`config.mk`:
```
export PLATFORM = sky130hd
export DESIGN_NAME = rst_status_regblk
export DESIGN_NICKNAME = d
export VERILOG_FILES = /design/src/rtl/rsr_pkg.sv /design/src/rtl/rsr_src_record.sv /design/src/rtl/rsr_glitch_flag.sv /design/src/rtl/rsr_ctrl_reg.sv /design/src/rtl/rst_status_regblk.sv
export SDC_FILE = /design/constraint.sdc
export NUM_CORES = 1
export LEC_CHECK = 0
export BUFFER_PORTS_ARGS = -buffer_cell sky130_fd_sc_hd__buf_2
export CAP_MARGIN = 20
export CORE_UTILIZATION = 40
export CTS_CLUSTER_DIAMETER = 60
export DETAILED_ROUTE_END_ITERATION = 7
export MAX_ROUTING_LAYER = met4
export SYNTH_ARGS = -nofsm -noshare
export SYNTH_HDL_FRONTEND = slang
export SYNTH_SLANG_ARGS = --single-unit
```
`constraint.sdc`:
```
create_clock -name clk -period 5.8 [get_ports clk]
set_input_delay 1.74 -clock clk [delete_from_list [all_inputs] [get_ports clk]]
set_output_delay 1.74 -clock clk [all_outputs]
set_load 0.01 [all_outputs]
```
`src/rtl/rsr_pkg.sv`:
```
package rsr_pkg;
  localparam int DATA_W   = 32;
  localparam int BE_W     = DATA_W / 8;
  localparam int SERF_POS = 8;
  localparam int GLT_POS  = 15;
  localparam int WAKE_POS = 16;
  localparam int BOOT_POS = 17;
  localparam int BOOT_W   = 2;
  localparam int SWX_POS  = 0;
  localparam int STAT_OFS = 12;
  localparam int CTRL_OFS = 16;
endpackage

```
`src/rtl/rsr_src_record.sv`:
```
module rsr_src_record #(
  parameter int NUM_SRC = 4,
  parameter int BOOT_W  = 2
) (
  input  logic               clk,
  input  logic               rst,
  input  logic               capture_i,
  input  logic [NUM_SRC-1:0] src_req_i,
  input  logic               swx_i,
  input  logic               wake_i,
  input  logic [BOOT_W-1:0]  boot_i,
  output logic [NUM_SRC-1:0] src_o,
  output logic               serf_o,
  output logic               wake_o,
  output logic [BOOT_W-1:0]  boot_o
);
  always_ff @(posedge clk) begin
    if (rst) begin
      src_o  <= '0;
      serf_o <= 1'b0;
      wake_o <= 1'b0;
      boot_o <= '0;
    end else if (capture_i) begin
      src_o  <= src_req_i;
      serf_o <= swx_i;
      wake_o <= wake_i;
      boot_o <= boot_i;
    end else if (swx_i) begin
      serf_o <= 1'b1;
    end
  end

  // a capture loads the requesting set
  p_capture_load_r2: assert property (@(posedge clk) disable iff (rst)
    capture_i |=> src_o == $past(src_req_i));
  // sources hold between captures
  p_src_hold_r3: assert property (@(posedge clk) disable iff (rst)
    !capture_i |=> $stable(src_o));
  // software reset only adds its flag
  p_serf_add_r4: assert property (@(posedge clk) disable iff (rst)
    (swx_i && !capture_i) |=> serf_o);
  // configuration fields change only on capture
  p_cfg_hold_r5: assert property (@(posedge clk) disable iff (rst)
    !capture_i |=> ($stable(wake_o) && $stable(boot_o)));
endmodule

```
`src/rtl/rsr_glitch_flag.sv`:
```
module rsr_glitch_flag (
  input  logic clk,
  input  logic rst,
  input  logic set_i,
  input  logic clr_i,
  output logic flag_o
);
  always_ff @(posedge clk) begin
    if (rst)        flag_o <= 1'b0;
    else if (set_i) flag_o <= 1'b1;
    else if (clr_i) flag_o <= 1'b0;
  end

  // set wins over a simultaneous clear
  p_set_wins_r7: assert property (@(posedge clk) disable iff (rst)
    set_i |=> flag_o);
  // write-1 clear without a set empties the flag
  p_w1c_r6: assert property (@(posedge clk) disable iff (rst)
    (clr_i && !set_i) |=> !flag_o);
  // sticky otherwise
  p_sticky_r6: assert property (@(posedge clk) disable iff (rst)
    (!clr_i && !set_i) |=> $stable(flag_o));
endmodule

```
`src/rtl/rsr_ctrl_reg.sv`:
```
module rsr_ctrl_reg #(
  parameter int DATA_W  = 32,
  parameter int SWX_POS = 0
) (
  input  logic                clk,
  input  logic                rst,
  input  logic                wr_i,
  input  logic [DATA_W/8-1:0] be_i,
  input  logic [DATA_W-1:0]   wdata_i,
  output logic [DATA_W-1:0]   word_o,
  output logic                swx_o
);
  localparam int BE_W = DATA_W / 8;

  always_ff @(posedge clk) begin
    if (rst) begin
      word_o <= '0;
    end else begin
      word_o[SWX_POS] <= 1'b0;
      for (int b = 0; b < BE_W; b++) begin
        if (wr_i && be_i[b]) word_o[b*8 +: 8] <= wdata_i[b*8 +: 8];
      end
    end
  end

  assign swx_o = word_o[SWX_POS];

  // the strobe lasts one cycle unless rewritten
  p_strobe_once_r9: assert property (@(posedge clk) disable iff (rst)
    (swx_o && !(wr_i && be_i[SWX_POS/8] && wdata_i[SWX_POS])) |=> !swx_o);
  // unwritten control bytes hold
  p_ctrl_hold_r9: assert property (@(posedge clk) disable iff (rst)
    !wr_i |=> ($stable(word_o[DATA_W-1:8]) && !word_o[SWX_POS]));
endmodule

```
`src/rtl/rst_status_regblk.sv`:
```
module rst_status_regblk
  import rsr_pkg::*;
#(
  parameter int NUM_SRC = 4,
  parameter int ADDR_W  = 8
) (
  input  logic               clk,
  input  logic               rst,
  input  logic               rst_capture_i,
  input  logic [NUM_SRC-1:0] rst_src_i,
  input  logic               sw_ext_req_i,
  input  logic               cfg_wake_i,
  input  logic [1:0]         cfg_boot_i,
  input  logic               glitch_pulse_i,
  input  logic               bus_rd_i,
  input  logic               bus_wr_i,
  input  logic [ADDR_W-1:0]  bus_addr_i,
  input  logic [31:0]        bus_wdata_i,
  input  logic [3:0]         bus_be_i,
  output logic [31:0]        bus_rdata_o,
  output logic               sw_ext_rst_o
);
  localparam logic [ADDR_W-1:0] STAT_A = ADDR_W'(STAT_OFS);
  localparam logic [ADDR_W-1:0] CTRL_A = ADDR_W'(CTRL_OFS);

  logic               sel_stat, sel_ctrl;
  logic               swx_any, glt_clr, glt_flag;
  logic [NUM_SRC-1:0] src_q;
  logic               serf_q, wake_q;
  logic [BOOT_W-1:0]  boot_q;
  logic [DATA_W-1:0]  ctrl_word, stat_word;

  assign sel_stat = (bus_addr_i == STAT_A);
  assign sel_ctrl = (bus_addr_i == CTRL_A);
  assign swx_any  = sw_ext_req_i | sw_ext_rst_o;
  assign glt_clr  = bus_wr_i && sel_stat && bus_be_i[GLT_POS/8] && bus_wdata_i[GLT_POS];

  rsr_src_record #(.NUM_SRC(NUM_SRC), .BOOT_W(BOOT_W)) u_record (
    .clk(clk), .rst(rst), .capture_i(rst_capture_i), .src_req_i(rst_src_i),
    .swx_i(swx_any), .wake_i(cfg_wake_i), .boot_i(cfg_boot_i),
    .src_o(src_q), .serf_o(serf_q), .wake_o(wake_q), .boot_o(boot_q)
  );

  rsr_glitch_flag u_glitch (
    .clk(clk), .rst(rst), .set_i(glitch_pulse_i), .clr_i(glt_clr), .flag_o(glt_flag)
  );

  rsr_ctrl_reg #(.DATA_W(DATA_W), .SWX_POS(SWX_POS)) u_ctrl (
    .clk(clk), .rst(rst), .wr_i(bus_wr_i && sel_ctrl), .be_i(bus_be_i),
    .wdata_i(bus_wdata_i), .word_o(ctrl_word), .swx_o(sw_ext_rst_o)
  );

  always_comb begin
    stat_word = '0;
    stat_word[NUM_SRC-1:0]               = src_q;
    stat_word[SERF_POS]                  = serf_q;
    stat_word[GLT_POS]                   = glt_flag;
    stat_word[WAKE_POS]                  = wake_q;
    stat_word[BOOT_POS +: BOOT_W]        = boot_q;
  end

  always_ff @(posedge clk) begin
    if (rst)           bus_rdata_o <= '0;
    else if (bus_rd_i) bus_rdata_o <= sel_stat ? stat_word :
                                      sel_ctrl ? ctrl_word : '0;
  end

  // unmapped reads return zero
  p_unmapped_zero_r10: assert property (@(posedge clk) disable iff (rst)
    (bus_rd_i && !sel_stat && !sel_ctrl) |=> bus_rdata_o == '0);
  // unused status positions read zero
  p_unused_zero_r8: assert property (@(posedge clk) disable iff (rst)
    (bus_rd_i && sel_stat) |=> (bus_rdata_o[7:NUM_SRC] == '0 && bus_rdata_o[14:9] == '0
                                && bus_rdata_o[31:BOOT_POS+BOOT_W] == '0));
  // read data holds without a read
  p_rdata_hold_r10: assert property (@(posedge clk) disable iff (rst)
    !bus_rd_i |=> $stable(bus_rdata_o));
endmodule

```
==> run summary, run 1 <==
Share of the synthesized area in the top cell type: 0.462
Longest Clk Path Bufs: 2
CTS H-Tree Depth: 3
Ys flop type: dfxtp_1
Number of diodes: 0
RSZ-0062 raised after global routing: false
Status: completed
DRT Pass-1 Iters: 4
Cells after DPL: 498
Arrival time worst endpoint: 3440 ps
Synth area leaders: dfxtp_1 (46%), nand2b_1 (14%), mux2i_1 (9.5%), nand4_1 (6.1%), a21oi_1 (5.1%)
FF-to-FF End: bus_rdata_o[3]
Synth warn: 0
Rows: 32
Final hold vios: 0
Clock Latency Late Sink: 340 ps
All-Layer GR Usage: 0.189
Final wirelength: 7430 um
Die H: 90.9 um
Fillers: 787
Fmax: 0.315 GHz
DR vias/cell: 5.19
Wire per inst: 14.5 um
Post-synthesis net count: 392
Setup Buffers After CTS: 0
Initial Utilization: 0.411
Crit Reg-Reg Startpoint: u_ctrl.word_o[3]
Critical path origin: bus_addr_i[5]
Clock buffer count from CTS: 9
Post-CTS resize count: 0
Setup slack, reg-to-reg: 5060 ps
IO Pins: 91
Via count: 2667
CP Max Fanout: 12
Netlist Area Pre-Place: 3160 um2
Worst path required time: 6070 ps
Die footprint: 8260 um2
Leak Pwr: 1.46 nW
Post-synth top cells: dfxtp_1 (73), nand2b_1 (70), a21oi_1 (32)
Final period util: 0.547
Layout cell share with drive strength beyond 1: 0.284
Final core occ: 0.499
Core area: 7690 um2
# setup viols final: 0
Fin. max-slew vios: 0
Worst min-delay path category: reg2reg
Post-synth cell types: 27
CTS hold repair buffers: 0
PortBufs: 90
Gate Count Post-Synth: 334
Cell with the most instances after synthesis: dfxtp_1
Layout Skew: 8.94 ps
Cell area power density: 255 nW/um2
Worst-margin pin slew: 1050 ps
CTS tree: done
Syn-to-layout area delta: 21.4%
Sum Neg Setup Slack: 0 ps
First-pass GRT wire length: 12100 um
DRC: 0
Slew margin rel.: 0.298
DP HPWL: 4970 um
Clock-pin slew on the worst setup and hold paths: 80 ps
Seq/Total Area, Yosys: 0.462
Finished Layout Cells: 514
Avg Inst Size Synth: 9.47 um2
Critical Path End: u_ctrl.word_o[22]
Max Cap Viol: 0
Initial antenna violation count: 0
Largest net degree at the start of global routing: 64
Critical path class: in2reg
Gp weighted congestion: 0.770
Clock sinks: 73
Synth Register Bits: 73
VDD IR max: 0.000112 V
Final min period: 3170 ps
Width of the die: 90.9 um
Root Buffer Master: clkbuf_8
Post-DRT Antenna Nets: 0
Asr flop ratio synth: 0
Iter 0 DRT Violations: 128
Crit end category: register
Worst Setup Start Kind: input pin
Total gr overflow: 0
Reg2reg path depth: 2
EDFF count, synth: 0
Yosys top cell by area: dfxtp_1
Vias in the first global route: 2566
Post-layout nets: 465
==> per-stage QoR <==
stage               power, mW  setup WS, ps  hold slack (ps)  instance area, um2
finish                  0.979          2630              468                3840
global route             1.02          2570              493                3840
CTS                     0.990          2630              472                3840
detailed placement      0.590          2290              458                3640
global placement        0.589          2330              454                3640
floorplan               0.560          2600              439                3160
==> state kept, by name (all words and copies together), names as in the netlist <==
signal	flops
bus_rdata_o	32
u_ctrl.word_o	32
u_glitch.flag_o	1
u_record.boot_o	2
u_record.serf_o	1
u_record.src_o	4
u_record.wake_o	1
==> how the worst min path moves through the flow <==
stage	startpoint	endpoint	cells after the start
2_1_floorplan	u_ctrl.word_o[15]	u_ctrl.word_o[15]	2
3_3_place_gp	bus_rdata_o[24]	bus_rdata_o[24]	2
3_5_place_dp	bus_rdata_o[30]	bus_rdata_o[30]	2
4_1_cts	bus_rdata_o[30]	bus_rdata_o[30]	2
5_1_grt	bus_rdata_o[12]	bus_rdata_o[12]	2
6_report	bus_rdata_o[27]	bus_rdata_o[27]	2
==> worst max-delay path, stage by stage <==
cell	delay, ps
buf_2	180
or4_1	730
nor3_4	540
mux2i_1	250
==> cells by family (layout without fill, tap and decap cells) <==
group | after synthesis | in the layout | synth area share
compound gates | 59 | 59 | 0.122
mux | 30 | 30 | 0.0950
buf+inv | 41 | 119 | 0.0554
simple gates | 131 | 131 | 0.266
flops | 73 | 73 | 0.462
==> area by class of cell <==
class / count / area [um2] / share of cell area
well taps: 102 / 128 / 0.0332
flip-flops and latches: 73 / 1460 / 0.381
repair buffers: 93 / 473 / 0.123
clock buffers: 9 / 124 / 0.0323
inverters: 10 / 37.5 / 0.00978
multi-input cells: 220 / 1540 / 0.401
clock inverters: 7 / 77.6 / 0.0202
==> power breakdown <==
part           total [mW]  internal (mW)  leakage (nW)  switching, mW
Sequential          0.507          0.505         0.590        0.00190
Clock               0.401          0.202         0.100          0.199
Combinational      0.0715         0.0304         0.770         0.0411
Total               0.979          0.737          1.46          0.242
==> metal layers <==
layer	track usage	up-vias	routed length, um	part of all wire
met5	-	-	0	0
met2	0.285	66	3400	0.46
met4	0.0767	0	87	0.012
li1	-	1340	-	-
met1	0.249	1254	3660	0.49
met3	0.0337	7	288	0.039
==> placed cells by master (no fill, tap or decap) <==
master,instances
a21oi_1,32
a22oi_1,9
a311oi_1,1
and2_0,1
and3b_1,1
buf_2,90
buf_4,3
bufinv_16,1
clkbuf_8,9
clkinv_2,1
clkinv_4,2
clkinvlp_4,1
dfxtp_1,73
inv_1,10
inv_6,2
mux2i_1,30
nand2_1,5
nand2b_1,70
nand4_1,31
nor2_1,10
nor3_4,3
nor3b_1,2
nor4_1,1
nor4_2,1
nor4b_2,1
o32ai_1,9
o41ai_1,8
or3b_2,1
or4_1,1
or4_4,1
or4b_1,1
or4b_4,1
Note: power is estimated with default switching activity, not from simulation.
==> run 2: changes to the inputs <==
- clock period: 5.8 -> 3.1 ns (I/O delays scaled with it)
==> run summary, run 2 (synthesized netlist as in run 1, its figures left out) <==
Vias in the first global route: 2538 (was 2566)
Worst min-delay path category: reg2reg (unchanged)
RSZ-0062 raised after global routing: false (unchanged)
Layout cell share with drive strength beyond 1: 0.289 (was 0.284)
DRC: 0 (unchanged)
Final wirelength: 7440 um (was 7430 um)
Crit end category: register (unchanged)
Die footprint: 8260 um2 (unchanged)
CP max stage cell: or4_1 (unchanged)
Largest regs: bus_rdata_o: 32 flops, u_ctrl.word_o: 32 flops, u_record.src_o: 4 flops (unchanged)
Rows: 32 (unchanged)
Fmax: 0.427 GHz
Clock Latency Late Sink: 350 ps (was 340 ps)
Via count: 2661 (was 2667)
Arrival time worst endpoint: 2610 ps (was 3440 ps)
Finished Layout Cells: 517 (was 514)
Setup Buffers After CTS: 0 (unchanged)
CTS hold repair buffers: 0 (unchanged)
DR vias/cell: 5.15 (was 5.19)
Wire per inst: 14.4 um (was 14.5 um)
DP HPWL: 5110 um (was 4970 um)
Reg area: 1460 um2 (unchanged)
IO Pins: 91 (unchanged)
Clock buffer count from CTS: 9 (unchanged)
CP Max Fanout: 12 (unchanged)
Number of diodes: 0 (unchanged)
Area of the multi-input gates: 1540 um2 (unchanged)
Final min period: 2340 ps
Sum Neg Setup Slack: 0 ps (unchanged)
Root Buffer Master: clkbuf_8 (unchanged)
Width of the die: 90.9 um (unchanged)
Cell Chain, Critical Path: buf_2 > or4_1 > nor3_4 > mux2i_1 (unchanged)
Status: completed (unchanged)
Largest net degree at the start of global routing: 39 (was 64)
Clock-pin slew on the worst setup and hold paths: 80 ps (about the same)
CTS H-Tree Depth: 3 (unchanged)
Cells after DPL: 501 (was 498)
Final period util: 0.756
Final hold vios: 0 (unchanged)
Post-layout nets: 468 (was 465)
Worst slack, placed: 371 ps (was 2290 ps)
Clock sinks: 73 (unchanged)
Max Cap Viol: 0 (unchanged)
Commonest non-fill, non-tap cell in the layout: buf_2 (unchanged)
# setup viols final: 0 (unchanged)
Cell area power density: 490 nW/um2 (was 255 nW/um2)
Longest Clk Path Bufs: 2 (unchanged)
Total gr overflow: 0 (unchanged)
Final core occ: 0.505 (was 0.499)
Hold WS: 467 ps (was 468 ps)
Core area: 7690 um2 (unchanged)
Post-DP Area: 3660 um2 (was 3640 um2)
Leak Pwr: 1.48 nW (was 1.46 nW)
First-pass GRT wire length: 12200 um (was 12100 um)
PortBufs: 90 (unchanged)
Worst-margin pin slew: 578 ps (was 1050 ps)
Tot Pwr: 1.90 mW (was 0.979 mW)
Max incr delay on CP: 720 ps (was 730 ps)
Post-DRT Antenna Nets: 0 (unchanged)
Initial antenna violation count: 0 (unchanged)
Final std cell area, no fill: 3880 um2 (was 3840 um2)
Worst Setup Start Kind: input pin (unchanged)
Layout Skew: 9.24 ps (was 8.94 ps)
All-Layer GR Usage: 0.191 (was 0.189)
DRT Pass-1 Iters: 4 (unchanged)
Post-CTS resize count: 0 (unchanged)
Initial Utilization: 0.411 (unchanged)
Die H: 90.9 um (unchanged)
Iter 0 DRT Violations: 54 (was 128)
Gp weighted congestion: 0.763 (was 0.770)
Fin. max-slew vios: 0 (unchanged)
Fillers: 785 (was 787)
Commonest non-fill, non-tap cells in the layout: buf_2 (90), dfxtp_1 (73), nand2b_1 (70) (unchanged)
Syn-to-layout area delta: 22.7% (was 21.4%)
VDD IR max: 0.000198 V (was 0.000112 V)
Slew margin rel.: 0.614 (was 0.298)
Final WS setup: 757 ps (was 2630 ps)
CTS tree: done (unchanged)
Critical path class: in2reg (unchanged)
Worst path required time: 3370 ps (was 6070 ps)
## run 2: changes by cell type in the layout (fill, tap and decap cells not counted), sizes merged
cell / previous run / this run
buf: 93 / 96
bufinv: 1 / 2
clkinv: 3 / 4
inv: 12 / 10
## run 2: where the power goes
part	leakage [nW]	switching (mW)	total (mW)	internal (mW)
clock network	0.109	0.363	0.816	0.453
registers	0.590	0.00377	0.948	0.944
logic	0.785	0.0766	0.135	0.0587
## run 2: layer usage
layer / GRT usage / wire length (um) / up-vias
met3: 0.0354 / 348 / 13
li1: - / - / 1343
met4: 0.0794 / 129 / 0
met5: - / 0 / -
met2: 0.294 / 3440 / 74
met1: 0.248 / 3520 / 1231
## run 2: final timing paths
| kind | from | end | slack [ps] | depth (start not counted) |
|---|---|---|---|---|
| min | bus_rdata_o[30] | bus_rdata_o[30] | 470 | 2 |
| min reg2reg | bus_rdata_o[30] | bus_rdata_o[30] | 470 | 2 |
| max | bus_addr_i[5] | u_ctrl.word_o[25] | 760 | 4 |
| max reg2reg | bus_rdata_o[8] | bus_rdata_o[8] | 2350 | 2 |
## run 2: critical path: cells and delay by family
kind / cells / cell delay (ps)
buf+inv: 1 / 180
mux: 1 / 240
simple gates: 2 / 1260
## run 2: area by class of cell
| cell class | instances | area share |
|---|---|---|
| multi-input cells | 220 | 0.396 |
| flip-flops and latches | 73 | 0.377 |
| repair buffers | 96 | 0.128 |
| well taps | 102 | 0.0329 |
| clock buffers | 9 | 0.0319 |
| clock inverters | 7 | 0.0245 |
| inverters | 10 | 0.00968 |
